$ cat src/rtl/mlt_pkg.sv
package mlt_pkg;

    parameter int MLT_REG_W   = 8;
    parameter int MLT_RSVD_W  = 4;
    localparam int MLT_CNT_W  = MLT_REG_W;

    typedef struct packed {
        logic done_seen;
        logic term;
    } term_state_t;

    function automatic logic [MLT_REG_W-1:0] prog_mask();
        logic [MLT_REG_W-1:0] m;
        m = '1;
        m[MLT_RSVD_W-1:0] = '0;
        return m;
    endfunction

    function automatic logic [MLT_CNT_W-1:0] slice_of(input logic [MLT_REG_W-1:0] r);
        return MLT_CNT_W'(r & prog_mask());
    endfunction

endpackage

$ cat src/rtl/mlt_cfg_reg.sv
module mlt_cfg_reg
    import mlt_pkg::*;
#(
    parameter int REG_W = MLT_REG_W
) (
    input  logic             clk,
    input  logic             rst,
    input  logic             wr,
    input  logic             be0,
    input  logic [REG_W-1:0] wdata,
    output logic [REG_W-1:0] rdata,
    output logic [REG_W-1:0] limit
);
    logic [REG_W-1:0] value_q;

    always_ff @(posedge clk) begin
        if (rst) begin
            value_q <= '0;
        end else if (wr && be0) begin
            value_q <= wdata & REG_W'(prog_mask());
        end
    end

    assign rdata = value_q;
    assign limit = REG_W'(slice_of(MLT_REG_W'(value_q)));
endmodule

$ cat src/rtl/mlt_slice_counter.sv
module mlt_slice_counter #(
    parameter int CNT_W = mlt_pkg::MLT_CNT_W
) (
    input  logic             clk,
    input  logic             rst,
    input  logic             frame_act,
    input  logic [CNT_W-1:0] limit,
    output logic             expired
);
    logic [CNT_W-1:0] cnt_q;
    logic             exp_q;
    logic             reached;

    assign reached = (cnt_q >= limit);
    assign expired = exp_q || reached;

    always_ff @(posedge clk) begin
        if (rst || !frame_act) begin
            cnt_q <= '0;
            exp_q <= 1'b0;
        end else begin
            if (!reached) begin
                cnt_q <= cnt_q + 1'b1;
            end
            exp_q <= expired;
        end
    end
endmodule

$ cat src/rtl/mlt_term_ctrl.sv
module mlt_term_ctrl
    import mlt_pkg::*;
(
    input  logic clk,
    input  logic rst,
    input  logic frame_act,
    input  logic hold_ack,
    input  logic xfer_done,
    input  logic expired,
    output logic term_req
);
    term_state_t st_q, st_d;
    logic        done_any;

    always_comb begin
        done_any     = xfer_done || st_q.done_seen;
        st_d         = '0;
        if (frame_act) begin
            st_d.done_seen = done_any;
            st_d.term      = st_q.term || (!done_any && expired && !hold_ack);
        end
    end

    always_ff @(posedge clk) begin
        if (rst) begin
            st_q <= '0;
        end else begin
            st_q <= st_d;
        end
    end

    assign term_req = st_q.term;
endmodule

$ cat src/rtl/pci_burst_slice_limiter.sv
module pci_burst_slice_limiter
    import mlt_pkg::*;
#(
    parameter int REG_W = MLT_REG_W
) (
    input  logic             clk,
    input  logic             rst,
    input  logic             cfg_wr,
    input  logic             cfg_be0,
    input  logic [REG_W-1:0] cfg_wdata,
    output logic [REG_W-1:0] cfg_rdata,
    input  logic             frame_act,
    input  logic             hold_ack,
    input  logic             xfer_done,
    output logic             term_req
);
    localparam int CNT_W = REG_W;

    logic [CNT_W-1:0] limit;
    logic             expired;

    mlt_cfg_reg #(.REG_W(REG_W)) u_cfg (
        .clk   (clk),
        .rst   (rst),
        .wr    (cfg_wr),
        .be0   (cfg_be0),
        .wdata (cfg_wdata),
        .rdata (cfg_rdata),
        .limit (limit)
    );

    mlt_slice_counter #(.CNT_W(CNT_W)) u_cnt (
        .clk       (clk),
        .rst       (rst),
        .frame_act (frame_act),
        .limit     (limit),
        .expired   (expired)
    );

    mlt_term_ctrl u_term (
        .clk       (clk),
        .rst       (rst),
        .frame_act (frame_act),
        .hold_ack  (hold_ack),
        .xfer_done (xfer_done),
        .expired   (expired),
        .term_req  (term_req)
    );
endmodule

$ cat config.mk
export PLATFORM = sky130hd
export DESIGN_NAME = pci_burst_slice_limiter
export DESIGN_NICKNAME = d
export VERILOG_FILES = /design/src/rtl/mlt_pkg.sv /design/src/rtl/mlt_cfg_reg.sv /design/src/rtl/mlt_slice_counter.sv /design/src/rtl/mlt_term_ctrl.sv /design/src/rtl/pci_burst_slice_limiter.sv
export SDC_FILE = /design/constraint.sdc
export NUM_CORES = 1
export LEC_CHECK = 0
export ABC_AREA = 1
export BUFFER_PORTS_ARGS = -buffer_cell sky130_fd_sc_hd__buf_2
export CAP_MARGIN = 10
export CORE_UTILIZATION = 25
export CTS_BUF_LIST = sky130_fd_sc_hd__clkbuf_8
export DETAILED_ROUTE_END_ITERATION = 7
export SYNTH_ARGS = -nofsm -noshare
export SYNTH_HDL_FRONTEND = slang
export SYNTH_HIERARCHICAL = 1
export SYNTH_SLANG_ARGS = --single-unit
$ cat constraint.sdc
create_clock -name clk -period 1.45 [get_ports clk]
set_input_delay 0.0725 -clock clk [delete_from_list [all_inputs] [get_ports clk]]
set_output_delay 0.0725 -clock clk [all_outputs]
set_load 0.05 [all_outputs]
-- Yosys cells after proc, flatten, opt, wreduce, memory -nomap -nowiden
Cells that the tools add are included.
- add/subtract/negate cells: 1
- order comparisons: 1
- bitwise operators: 1
- reduce and logical (&&, ||, !) cells: 11
- operators with widths (operator ; count):
    $add A8 B1 Y8 const B ; 1
    $ge A8 B8 Y1 ; 1
    $logic_or A1 B1 Y1 ; 4
    $logic_and A1 B1 Y1 ; 3
    $logic_not A1 Y1 ; 3
    $reduce_or A2 Y1 ; 1
    $not A1 Y1 ; 1
- flip-flop bits (word level): 15
- bits of input ports: 15
- output and inout bits: 9
- logic and storage cells: 19

-- Depth between registers and ports, before layout
Gate-level depths: netlist of the first run.
- word-level depth: 5
- depth in mapped cells: 14
- depth with buffers taken out: 14

-- Cells and area by module
Netlist of the first run, hierarchy kept.
- by module, submodules not included (module ; instances ; cells each ; area each (µm²) ; seq. area each (µm²)):
    mlt_slice_counter ; 1 ; 115 ; 718.2 ; 180.2
    mlt_cfg_reg ; 1 ; 39 ; 259.0 ; 80.1
    mlt_term_ctrl ; 1 ; 11 ; 81.3 ; 40.0

-- Least setup slack after synthesis of the first run
Ideal clock, no wire load.
- path kind: register to register
- from: register u_cfg.value_q[7], in the netlist u_cfg/rdata[7]
- to: register u_term.st_q (netlist bit u_term/term_req)
- setup time: 0.114 ns
- data arrival time: 1.337 ns
- data required time: 1.336 ns
- slack: -0.002 ns
- stages on the path, launching flop included: 11
- buffers on the path: 0
- period minus slack after synthesis: 1.452 ns
- path through: dfxtp_1 inv_1 ha_1 a21oi_1 nand2_1 inv_1 nand3b_1 inv_1 nor2_1 nand2_1 a21oi_2
- word-level cells in the longest chain between the ends: 5
- RTL lines (element ; RTL line ; source):
    start, declared ; mlt_cfg_reg.sv:14 ; logic [REG_W-1:0] value_q;
    start signal, assigned ; mlt_cfg_reg.sv:20 ; value_q <= wdata & REG_W'(prog_mask());
    $ge A8 B8 Y1 ; mlt_slice_counter.sv:14 ; assign reached = (cnt_q >= limit);
    $logic_or A1 B1 Y1 ; mlt_slice_counter.sv:15 ; assign expired = exp_q || reached;
    net expired ; pci_burst_slice_limiter.sv:20 ; logic expired;
    $logic_and A1 B1 Y1 (2 in a row) ; mlt_term_ctrl.sv:20 ; st_d.term = st_q.term || (!done_any && expired && !hold_ack);
    $logic_or A1 B1 Y1 ; mlt_term_ctrl.sv:20 ;
    end signal, assigned ; mlt_term_ctrl.sv:28 ; st_q <= st_d;
    end, declared ; mlt_term_ctrl.sv:12 ; term_state_t st_q, st_d;
The timed path passes the listed nets, and every way through them passes these cells.
A chain may end at the register's enable or synchronous reset.

-- Final worst setup path of the first run
- from: register u_cfg.value_q[7], in the netlist u_cfg/rdata[7]
- to: register u_cnt.cnt_q[3]
- word-level cells in the longest chain between the ends: 1
- RTL lines (element ; RTL line ; source):
    $ge A8 B8 Y1 ; mlt_slice_counter.sv:14 ;
    end signal, assigned ; mlt_slice_counter.sv:23 ; cnt_q <= cnt_q + 1'b1;
    end, declared ; mlt_slice_counter.sv:10 ; logic [CNT_W-1:0] cnt_q;
Every way passes these cells.

==> impl_results.md, run 1 <==
- Status: complete, but fails checks
- Failing checks: negative setup slack
- Sw Pwr: between 300 and 400 uW
- Post-DRT Antenna Nets: 0
- TritonCTS clock tree: yes
- Synth Cell Area: 1059 um^2
- Fraction of layout cells with a size suffix above 1: between 30 and 40%
- Max Cap Violations: 0
- Crit path DAT: roughly 1.6 ns
- Static leakage: 0.7061 nW
- Total Routing Usage GR: roughly 9.8%
- RR Startpoint: u_cfg/rdata[7]$_SDFFE_PP0P_
- Die width: around 67 um
- Post-synth top flop: dfxtp_1
- Placed insts: between 200 and 250
- CP Launch Type: flop
- Area after DPL: between 1000 and 1500 um^2
- Hold Fails Final Rpt: 0
- Synth warn: 6
- Post-Layout Inst Area: 1404 um^2
- CP required: 1.59 ns
- CTS max path bufs: 2
- Comb power frac: around 23%
- CP peak stage delay: 0.33 ns
- Setup crit end kind: flop
- CP Cell Sequence: inv_2 -> ha_4 -> a21oi_2 -> nand2_2 -> buf_4 -> nor2_1 -> nand3_1 -> nand2_1 -> nor2_1
- Max Clock Skew: approximately 0.00094 ns
- Yosys cell types: 17
- Vias per inst: 3.835
- Setup WS pre-CTS: -0.07902 ns
- Unrepaired setup endpoints after global routing: true
- Sequential share of power: approximately 44%
- IO Port Bufs: 15
- First-pass GRT wire length: roughly 3300 um
- Clk slew on worst S/H paths: around 0.060 ns
- CP most frequent cell: nor2_1
- CP max FO: 3
- Hold Crit Class: primary input to flop
- DRT iter0 DRCs: 7
- Fraction of registers with async set/reset: 0%
- I/O Pins: 24
- Clock power frac: around a third
- Seq cells post-synth: 15
- Root buf cell: clkbuf_8
- Final critical-path setup slack: -0.04000 ns
- Max stage delay cell, worst path: dfxtp_2
- Placement Rows: 23
- Fin cells: between 200 and 250
- Finished Core Util: 34.84%
- Initial antenna violation count: 0
- Htree depth: 1
- Pwr/cell area: between 700 and 800 nW/um^2
- Initial Utilization: 26.27%
- Final Max Tran Viols: 0
- Crit path kind: flop to flop
- Global placement routability congestion: approximately 0.71
- Clk Latency, worst-skew pair: 0.25 ns
- Total inserted antenna cells: 0
- CP Launch Point: u_cfg/rdata[7]$_SDFFE_PP0P_
- Number of CTS-inserted buffers: 3
- Via count: just over 900
- Hold path cells: 3
- Mapped Cells: between 150 and 200
- Detailed Route WL: 1907 um
- DRT Pass-1 Iters: 3
- Die area: between 4000 and 5000 um^2
- Final period util: 102.8%
- VDD IR max: about 0.51 mV
- Die height: ~67 um
- Seq/Total Area, Yosys: 28.37%
- Layout overhead on the synthesized area: 32.62%
- Post-layout minimum cycle time: roughly 1.5 ns
- GR Overflow Total: 0
- Fin nets: 218
- Dpl hpwl: 1442 um
- Syn_area_per_cell: between 6 and 7 um^2
- Floorplan Core Area: slightly above 4000 um^2
- DRC viols: 0
- Sw Share: between 30% and 40%
- CTS sink cnt: 15
- Post-CTS Hold Fix Bufs: 0
- EDFF count, synth: 0
- Fillers: between 400 and 500
- Number of global-route vias before repair: around 840
- Power Internal: roughly 700 uW
- Reg2reg path depth: 9
- Hold path startpoint: cfg_wdata[5]
- Setup_tns: -0.04000 ns
- Largest net degree at the start of global routing: 10
- Final setup vio count: 1
- Peak Freq: approximately 670 MHz
- Overall power: around 1.0 mW
- Drt wl/cell: a little under 8 um
- Fin Hold WS: around 0.046 ns
## synth_stat cells, types with 2 or more instances
| library cell | number | share of area (%) |
|---|---|---|
| a21oi_1 | 8 | 3.8 |
| buf_4 | 12 | 8.5 |
| dfxtp_1 | 15 | 28 |
| ha_1 | 9 | 11 |
| inv_1 | 33 | 12 |
| nand2_1 | 42 | 15 |
| nand2_2 | 3 | 1.8 |
| nand3_1 | 8 | 3.8 |
| nand3_2 | 2 | 1.9 |
| nor2_1 | 25 | 8.9 |
| nor2_2 | 2 | 1.2 |
## routing by layer
metal	wire length [um]	global-route usage, %	vias to the layer above
met3	44	1.541	4
met4	33	5.585	0
li1	-	-	529
met1	916	11.18	381
met5	0	0	-
met2	912	16.88	18
## placed cells by master, fill, tap and decap left out, types with 6 or more instances in the layout
master   count
conb_1       8
ha_4         6
dfxtp_2      6
nand2_2      7
inv_1       29
buf_2       15
nand3_1      7
buf_4       15
dfxtp_1      9
nand2_1     37
nor2_1      23
## kinds of logic after synthesis
group / count (synthesis) / share of synthesized area (%)
AO/OA/AOI/OAI: 9 / 4.610
adder cells (fa/ha/maj): 9 / 10.64
buffers and inverters: 46 / 21.28
flip-flops: 15 / 28.37
other: 1 / 0.3543
AND/OR/NAND/NOR: 85 / 34.75
## registers in the layout, summed over array words and instances, names as in the netlist
| signal | cells |
|---|---|
| u_cnt/cnt_q | 8 |
| u_cfg/rdata | 4 |
| u_cnt/exp_q | 1 |
| u_term/st_q | 1 |
| u_term/term_req | 1 |
## what timing repair did
action	in CTS	in global routing
buffers inserted	2	2
pin swaps	4	12
endpoints found under the setup margin	8	8
resized for setup	10	18
## cell type report
type,instances,area (um^2),area share (%)
sequential,15,307.8,21.93
multi-input combinational,111,676.9,48.22
clock buffer,3,41.29,2.941
clock inverter,1,3.754,0.2674
inverter,33,123.9,8.824
tap,50,62.56,4.456
timing repair buffer,30,187.7,13.37
## final timing paths
path	to	slack, ns
max reg2reg	u_cnt/cnt_q[3]$_SDFFE_PP0N_	-0.04
max	u_cnt/cnt_q[3]$_SDFFE_PP0N_	-0.04
min	u_cfg/rdata[5]$_SDFFE_PP0P_	0.05
min reg2reg	u_term/term_req$_SDFF_PP0_	0.46
## critical path, delay by kind of cell, from the launching register on
family | cells | cell delay [ns]
adder cells (fa/ha/maj) | 1 | 0.25
buffers and inverters | 2 | 0.19
flip-flops | 1 | 0.33
AND/OR/NAND/NOR | 5 | 0.40
AO/OA/AOI/OAI | 1 | 0.21
## power groups by stage
stage,clock [mW],combinational [mW],sequential (mW)
final,0.335,0.227,0.437
after global routing,0.365,0.257,0.439
after CTS,0.355,0.208,0.435
after detailed placement,0,0.200,0.443
after global placement,0,0.198,0.443
after floorplan,0,0.174,0.443
Power figures use the tool's default switching activity.
==> run 2, diff against run 1 <==
--- a/config.mk
+++ b/config.mk
@@ -5,12 +5,12 @@
 export SDC_FILE = /design/constraint.sdc
 export NUM_CORES = 1
 export LEC_CHECK = 0
-export ABC_AREA = 1
 export BUFFER_PORTS_ARGS = -buffer_cell sky130_fd_sc_hd__buf_2
 export CAP_MARGIN = 10
 export CORE_UTILIZATION = 25
 export CTS_BUF_LIST = sky130_fd_sc_hd__clkbuf_8
 export DETAILED_ROUTE_END_ITERATION = 7
+export SLEW_MARGIN = 10
 export SYNTH_ARGS = -nofsm -noshare
 export SYNTH_HDL_FRONTEND = slang
 export SYNTH_HIERARCHICAL = 1
==> run 2 against run 1 <==
Compared with the run above:
- the run still ends with negative setup slack left
- synthesized cell count is 31% lower
- wire length increased by 0.73%
- first-iteration DRC count rose by 130%
- sequential power down 2%
- largest power group unchanged
==> impl_results.md, run 2 <==
- Syn_area_per_cell: 8.275 um^2 (+29%)
- IO Port Bufs: 15 (unchanged)
- Crit path kind: flop to flop
- CP max FO: 7 (+4)
- Final setup vio count: 10 (+9)
- Initial Utilization: 27.20% (+0.93 points)
- Top area cells in the synthesized netlist: dfxtp_1 32%, ha_1 12%, buf_4 9.5%
- Status: complete, but fails checks
- EDFF count, synth: 0 (unchanged)
- Peak Freq: 530.4 MHz (-21%)
- Final period util: 130.0% (+27 points)
- TritonCTS clock tree: yes
- I/O Pins: 24 (unchanged)
- Setup crit end kind: flop
- Global placement routability congestion: 0.7625 (+8.0%)
- GR Overflow Total: 0 (unchanged)
- CTS sink cnt: 15 (unchanged)
- Number of CTS-inserted buffers: 3 (unchanged)
- Layout overhead on the synthesized area: 29.31%
- Static leakage: 0.5070 nW (-28%)
- Yosys cell types: 27 (+10)
- Mapped Cells: 114 (-31%)
- Post-DRT Antenna Nets: 0 (unchanged)
- Synth top area share: 31.83% (+3.5 points)
- Fillers: 378 (-12%)
- Post-layout minimum cycle time: 1.885 ns (+0.3954 ns)
- Initial antenna violation count: 0 (unchanged)
- CTS max path bufs: 2 (unchanged)
- DRT iter0 DRCs: 16 (+9)
- Reg2reg path depth: 7 (-2)
- Biggest register: u_cnt/cnt_q
- Clk slew on worst S/H paths: 0.06 ns (about the same)
- Largest net degree at the start of global routing: 9 (-1)
- Crit path DAT: 2.06 ns (+0.43 ns)
- Synth warn: 6 (unchanged)
- Final critical-path setup slack: -0.4354 ns (-0.3954 ns)
- Dpl hpwl: 1532 um (+6.2%)
- Hold Crit Class: primary input to flop
- Met1 usage: 12.61% (+1.4 points)
- Synth Cell Area: 943.4 um^2 (-11%)
- Max stage delay cell, worst path: or4_1
- WP buf/inv: 1 (-1)
- Total Routing Usage GR: 10.45% (+0.69 points)
- Cell accounting for the most synthesized area: dfxtp_1
- Root buf cell: clkbuf_8
- Post-synth top flop: dfxtp_1
- Failing checks: negative setup slack
- Drt wl/cell: 10.38 um (+32%)
- Via count: 821 (-12%)
- Pwr/cell area: 758.9 nW/um^2 (+6.5%)
- DRT Pass-1 Iters: 4 (+1)
- Commonest non-fill, non-tap cells in the layout: 15 x buf_2, 14 x buf_4, 11 x inv_1, 11 x a21oi_1, 11 x dfxtp_1
- Final Max Tran Viols: 0 (unchanged)
- First-pass GRT wire length: 3277 um (-0.85%)
- Fin nets: 164 (-25%)
- Crit path max-delay family: compound AO/OA/AOI/OAI gates
- GRT met3 Usage: 1.087% (-0.45 points)
- Placement Rows: 21 (-8.7%)
- Fraction of registers with async set/reset: 0% (unchanged)
- Die width: 63.43 um (-5.4%)
- CP peak stage delay: 0.49 ns (+0.16 ns)
- CP Cell Sequence: inv_1 -> ha_4 -> a211oi_2 -> nor2_1 -> a211o_1 -> or4_1 -> a21oi_1
- Fin Hold WS: 0.06083 ns (+0.01488 ns)
- Top-count cell post-synth: dfxtp_1
- Total inserted antenna cells: 0 (unchanged)
- Setup_tns: -3.097 ns (-3.057 ns)
- DRC viols: 0 (unchanged)
- Most common cell after layout, fill and taps aside: buf_2
- Vias per inst: 4.438 (+16%)
- Hold path cells: 2 (-1)
- Busiest grt layer: met2
- Met2 Use GR: 17.02% (+0.15 points)
- Seq/Total Area, Yosys: 31.83% (+3.5 points)
- Max Cap Violations: 0 (unchanged)
- Top cells by instance count after synthesis: 15 x dfxtp_1, 12 x a21oi_1, 12 x buf_4
- Detailed Route WL: 1921 um (+0.73%)
- Floorplan Core Area: 3468 um^2 (-14%)
- Hold Fails Final Rpt: 0 (unchanged)
- Max Clock Skew: 0.002261 ns (+0.001320 ns)
- Seq cells post-synth: 15 (unchanged)
- Die area: 4023 um^2 (-11%)
- Fraction of layout cells with a size suffix above 1: 34.53% (-2.3 points)
- Clk Latency, worst-skew pair: 0.25 ns (about the same)
- Number of global-route vias before repair: 768 (-8.2%)
- Crit path depth: 7 (-2)
- CP required: 1.62 ns (+0.03 ns)
- Max reg flops: 8 (unchanged)
- Htree depth: 1 (unchanged)
- CP Launch Type: flop
- VDD IR max: 0.5819 mV (+14%)
- Die height: 63.43 um (-5.4%)
- Unrepaired setup endpoints after global routing: true
[run 2: cell types whose count changed after synthesis, sizes merged, moves of 4 or more]
| cell | delta |
|---|---|
| nand2 | -39 |
| a21bo | +4 |
| nor2 | -22 |
| o21ai | +5 |
| inv | -23 |
[run 2: final cells by class]
| type | count | area (um^2) | share of cell area, % |
|---|---|---|---|
| multi-input combinational | 80 | 580.6 | 47.59 |
| sequential | 15 | 307.8 | 25.23 |
| timing repair buffer | 30 | 191.4 | 15.69 |
| tap | 46 | 57.56 | 4.718 |
| clock buffer | 3 | 41.29 | 3.385 |
| inverter | 10 | 37.54 | 3.077 |
| clock inverter | 1 | 3.754 | 0.3077 |
[run 2: final timing paths]
| check | from | endpoint | slack [ns] |
|---|---|---|---|
| worst min register to register | u_term/term_req$_SDFF_PP0_ | u_term/term_req$_SDFF_PP0_ | 0.46 |
| worst max register to register | u_cfg/rdata[5]$_SDFFE_PP0P_ | u_cnt/cnt_q[6]$_SDFFE_PP0N_ | -0.44 |
| worst min-delay path | rst | u_cfg/rdata[6]$_SDFFE_PP0P_ | 0.06 |
| worst max-delay path | u_cfg/rdata[5]$_SDFFE_PP0P_ | u_cnt/cnt_q[6]$_SDFFE_PP0N_ | -0.44 |
[run 2: per-stage QoR]
| stage | util, % | cells | total power, mW | area (um^2) | setup WS [ns] |
|---|---|---|---|---|---|
| after global placement | 32.50 | 180 | 0.5878 | 1127 | -0.4229 |
| final | 35.17 | 185 | 0.9258 | 1220 | -0.4354 |
| after floorplan | - | 121 | 0.5723 | 1011 | -0.2770 |
| after detailed placement | 32.50 | 180 | 0.5942 | 1127 | -0.4320 |
| after global routing | 35.17 | 185 | 0.9703 | 1220 | -0.5271 |
| after CTS | 34.24 | 185 | 0.9309 | 1187 | -0.4420 |
[run 2: metal layers]
layer	wire length (um)	vias up
li1	-	423
met1	871	376
met2	963	18
met3	43	4
met4	44	0
met5	0	-
[run 2: kinds of logic (layout without fill, tap and decap cells)]
group	after synthesis	after routing	share of synthesized area, %
and+or+nand+nor	34	34	19.23
AOI/OAI and AO/OA	28	28	19.50
xor gates and xnor gates	1	1	0.9286
adders and majority gates	9	9	11.94
buffers and inverters	26	44	16.18
DFF	15	15	31.83
other	1	8	0.3975
[run 2: worst reg2reg max path, cell delays in order (launching register included)]
cell	delay (ns)
dfxtp_1	0.33
inv_1	0.06
ha_4	0.22
a211oi_2	0.18
nor2_1	0.09
a211o_1	0.31
or4_1	0.49
a21oi_1	0.14
[run 2: repair_timing]
action                                  in CTS  in global routing
pin swaps                                    2                  2
buffers inserted                             1                  0
endpoints found under the setup margin      10                 10
hold buffers                                 0                  0
resized for setup                            3                  7
[run 2: power by group]
part	switching [mW]	internal [mW]	total [mW]	leakage, nW
clock network	0.141	0.187	0.329	0.0269
logic	0.104	0.0653	0.169	0.356
registers	0.00626	0.422	0.428	0.124
==> run 3, diff against run 2 <==
--- a/config.mk
+++ b/config.mk
@@ -10,6 +10,7 @@
 export CORE_UTILIZATION = 25
 export CTS_BUF_LIST = sky130_fd_sc_hd__clkbuf_8
 export DETAILED_ROUTE_END_ITERATION = 7
+export SKIP_CTS_REPAIR_TIMING = 1
 export SLEW_MARGIN = 10
 export SYNTH_ARGS = -nofsm -noshare
 export SYNTH_HDL_FRONTEND = slang
==> run 3 against run 2 <==
Compared with the run above:
- the run still ends with negative setup slack left
- sequential cell count did not move
- worst hold slack got worse by 0.0032 ns
- non-clock buffer count did not move
- combinational power barely moved
- worst setup slack got worse by 0.014 ns
- clock-buffer cell count did not move
- register-to-register slack barely moved
- first-iteration DRC count rose by 56%
- cell count did not move
- clock power barely moved
- wire length rose by 2.2%
- largest cell class unchanged
- largest power group unchanged
==> impl_results.md, run 3 (same netlist as run 2, synthesis figures left out) <==
- Status: complete, but fails checks
- Failing checks: negative setup slack
- Drt wl/cell: 10.61 um (+2.2%)
- Placement Rows: 21 (unchanged)
- Max Cap Violations: 0 (unchanged)
- CP max FO: 7 (unchanged)
- CTS max path bufs: 2 (unchanged)
- Crit path DAT: 2.08 ns (+0.02 ns)
- RR Startpoint: u_cfg/rdata[5]$_SDFFE_PP0P_
- Detailed Route WL: 1963 um (+2.2%)
- Worst Hold End: u_cfg/rdata[5]$_SDFFE_PP0P_
- Static leakage: 0.5129 nW (+1.2%)
- Fin Hold WS: 0.05767 ns (-0.003155 ns)
- Final critical-path setup slack: -0.4497 ns (-0.01433 ns)
- DRT iter0 DRCs: 25 (+9)
- Max reg flops: 8 (unchanged)
- Reg2reg path depth: 7 (unchanged)
- VDD IR max: 0.5883 mV (+1.1%)
- Overall power: 925.6 uW (about the same)
- Dpl hpwl: 1532 um (unchanged)
- Crit path kind: flop to flop
- Fin nets: 164 (unchanged)
- Number of global-route vias before repair: 770 (+0.26%)
- GR Overflow Total: 0 (unchanged)
- CTS sink cnt: 15 (unchanged)
- Fillers: 377 (-0.26%)
- WP buf/inv: 1 (unchanged)
- Peak Freq: 526.4 MHz (-0.75%)
- Clk Latency, worst-skew pair: 0.25 ns (about the same)
- Commonest non-fill, non-tap cells in the layout: 15 x buf_2, 14 x buf_4, 9 x inv_1, 9 x a21oi_1, 9 x dfxtp_1
- Largest net degree at the start of global routing: 9 (unchanged)
- Fraction of layout cells with a size suffix above 1: 38.85% (+4.3 points)
- Number of CTS-inserted buffers: 3 (unchanged)
- Hold path cells: 2 (unchanged)
- Clk slew on worst S/H paths: 0.06 ns (about the same)
- Die height: 63.43 um (unchanged)
- TritonCTS clock tree: yes
- I/O Pins: 24 (unchanged)
- Htree depth: 1 (unchanged)
- Setup WS pre-CTS: -0.4320 ns (unchanged)
- Floorplan Core Area: 3468 um^2 (unchanged)
- Post-DRT Antenna Nets: 0 (unchanged)
- CP Cell Sequence: inv_2 -> ha_4 -> a211oi_2 -> nor2_1 -> a211o_1 -> or4_4 -> a21oi_2
- IO Port Bufs: 15 (unchanged)
- Via count: 847 (+3.2%)
- CP peak stage delay: 0.51 ns (+0.02 ns)
- Final Max Tran Viols: 0 (unchanged)
- Hold path startpoint: rst
- First-pass GRT wire length: 3291 um (+0.43%)
- Max Clock Skew: 0.003986 ns (+0.001726 ns)
- Setup_tns: -3.228 ns (-0.1307 ns)
- Biggest register: u_cnt/cnt_q
- Setup crit end kind: flop
- Total inserted antenna cells: 0 (unchanged)
- Most common cell after layout, fill and taps aside: buf_2
- Root buf cell: clkbuf_8
- Register area: 310.3 um^2 (+0.81%)
- Worst R2R Setup Slack: -0.45 ns (about the same)
- DRT Pass-1 Iters: 4 (unchanged)
- Unrepaired setup endpoints after global routing: true
- CP Launch Type: flop
- Vias per inst: 4.578 (+3.2%)
- Hold Crit Class: primary input to flop
- DRC viols: 0 (unchanged)
- Initial Utilization: 27.20% (unchanged)
- Final period util: 131.0% (+0.99 points)
- Final setup vio count: 10 (unchanged)
- Die area: 4023 um^2 (unchanged)
- Pwr/cell area: 750.3 nW/um^2 (-1.1%)
- Max stage delay cell, worst path: or4_4
- Crit path max-delay family: compound AO/OA/AOI/OAI gates
- Die width: 63.43 um (unchanged)
- Hold Fails Final Rpt: 0 (unchanged)
- Total Routing Usage GR: 10.49% (+0.038 points)
- CP required: 1.63 ns (about the same)
- FF-to-FF End: u_cnt/cnt_q[6]$_SDFFE_PP0N_
- Multi-input logic area: 591.8 um^2 (+1.9%)
- Initial antenna violation count: 0 (unchanged)
- Layout overhead on the synthesized area: 30.77%
- Post-layout minimum cycle time: 1.900 ns (+0.01433 ns)
- Global placement routability congestion: 0.7625 (unchanged)
[run 3: cell counts in the layout (fill, tap and decap cells not counted)]
No cell type changed its count.
[run 3: final cells by class]
class	count	share of cell area [%]
Multi-Input combinational cell	80	47.97
Clock buffer	3	3.347
Inverter	10	3.043
Timing Repair Buffer	30	15.52
Clock inverter	1	0.3043
Tap cell	46	4.665
Sequential cell	15	25.15
[run 3: how the worst max path moves through the flow]
stage                                            from                     endpoint  slack [ns]  depth (start not counted)
after global routing      u_cnt/cnt_q[5]$_SDFFE_PP0N_  u_cnt/cnt_q[6]$_SDFFE_PP0N_       -0.50                          6
after global placement    u_cfg/rdata[6]$_SDFFE_PP0P_  u_cnt/cnt_q[6]$_SDFFE_PP0N_       -0.42                          7
final                     u_cfg/rdata[5]$_SDFFE_PP0P_  u_cnt/cnt_q[6]$_SDFFE_PP0N_       -0.45                          7
after detailed placement  u_cfg/rdata[6]$_SDFFE_PP0P_  u_cnt/cnt_q[6]$_SDFFE_PP0N_       -0.43                          7
after floorplan           u_cnt/cnt_q[2]$_SDFFE_PP0N_  u_cnt/cnt_q[6]$_SDFFE_PP0N_       -0.28                          6
after CTS                 u_cfg/rdata[6]$_SDFFE_PP0P_  u_cnt/cnt_q[6]$_SDFFE_PP0N_       -0.45                          7
[run 3: through the flow]
| step | cell area [um^2] | util, % | std cells |
|---|---|---|---|
| finish | 1234 | 35.57 | 185 |
| global route | 1234 | 35.57 | 185 |
| CTS | 1172 | 33.80 | 184 |
| detailed placement | 1127 | 32.50 | 180 |
| global placement | 1127 | 32.50 | 180 |
| floorplan | 1011 | - | 121 |
[run 3: worst register-to-register path, cell delays in order (launching register included)]
cell,delay (ns)
dfxtp_2,0.33
inv_2,0.04
ha_4,0.21
a211oi_2,0.17
nor2_1,0.09
a211o_1,0.36
or4_4,0.51
a21oi_2,0.12
[run 3: metal layers]
layer	global-route usage [%]	wire length [um]	up-vias	part of all wire, %
met2	17.02	998	19	51
met5	0	0	-	0
met4	7.670	44	0	2.2
met1	12.72	863	401	44
li1	-	-	423	-
met3	1.087	57	4	2.9
[run 3: where the power goes]
group	total (mW)	leakage, nW	internal [mW]	switching [mW]
registers	0.429	0.125	0.422	0.00668
logic	0.166	0.361	0.0627	0.103
clock network	0.331	0.0269	0.187	0.143
total	0.926	0.513	0.672	0.253
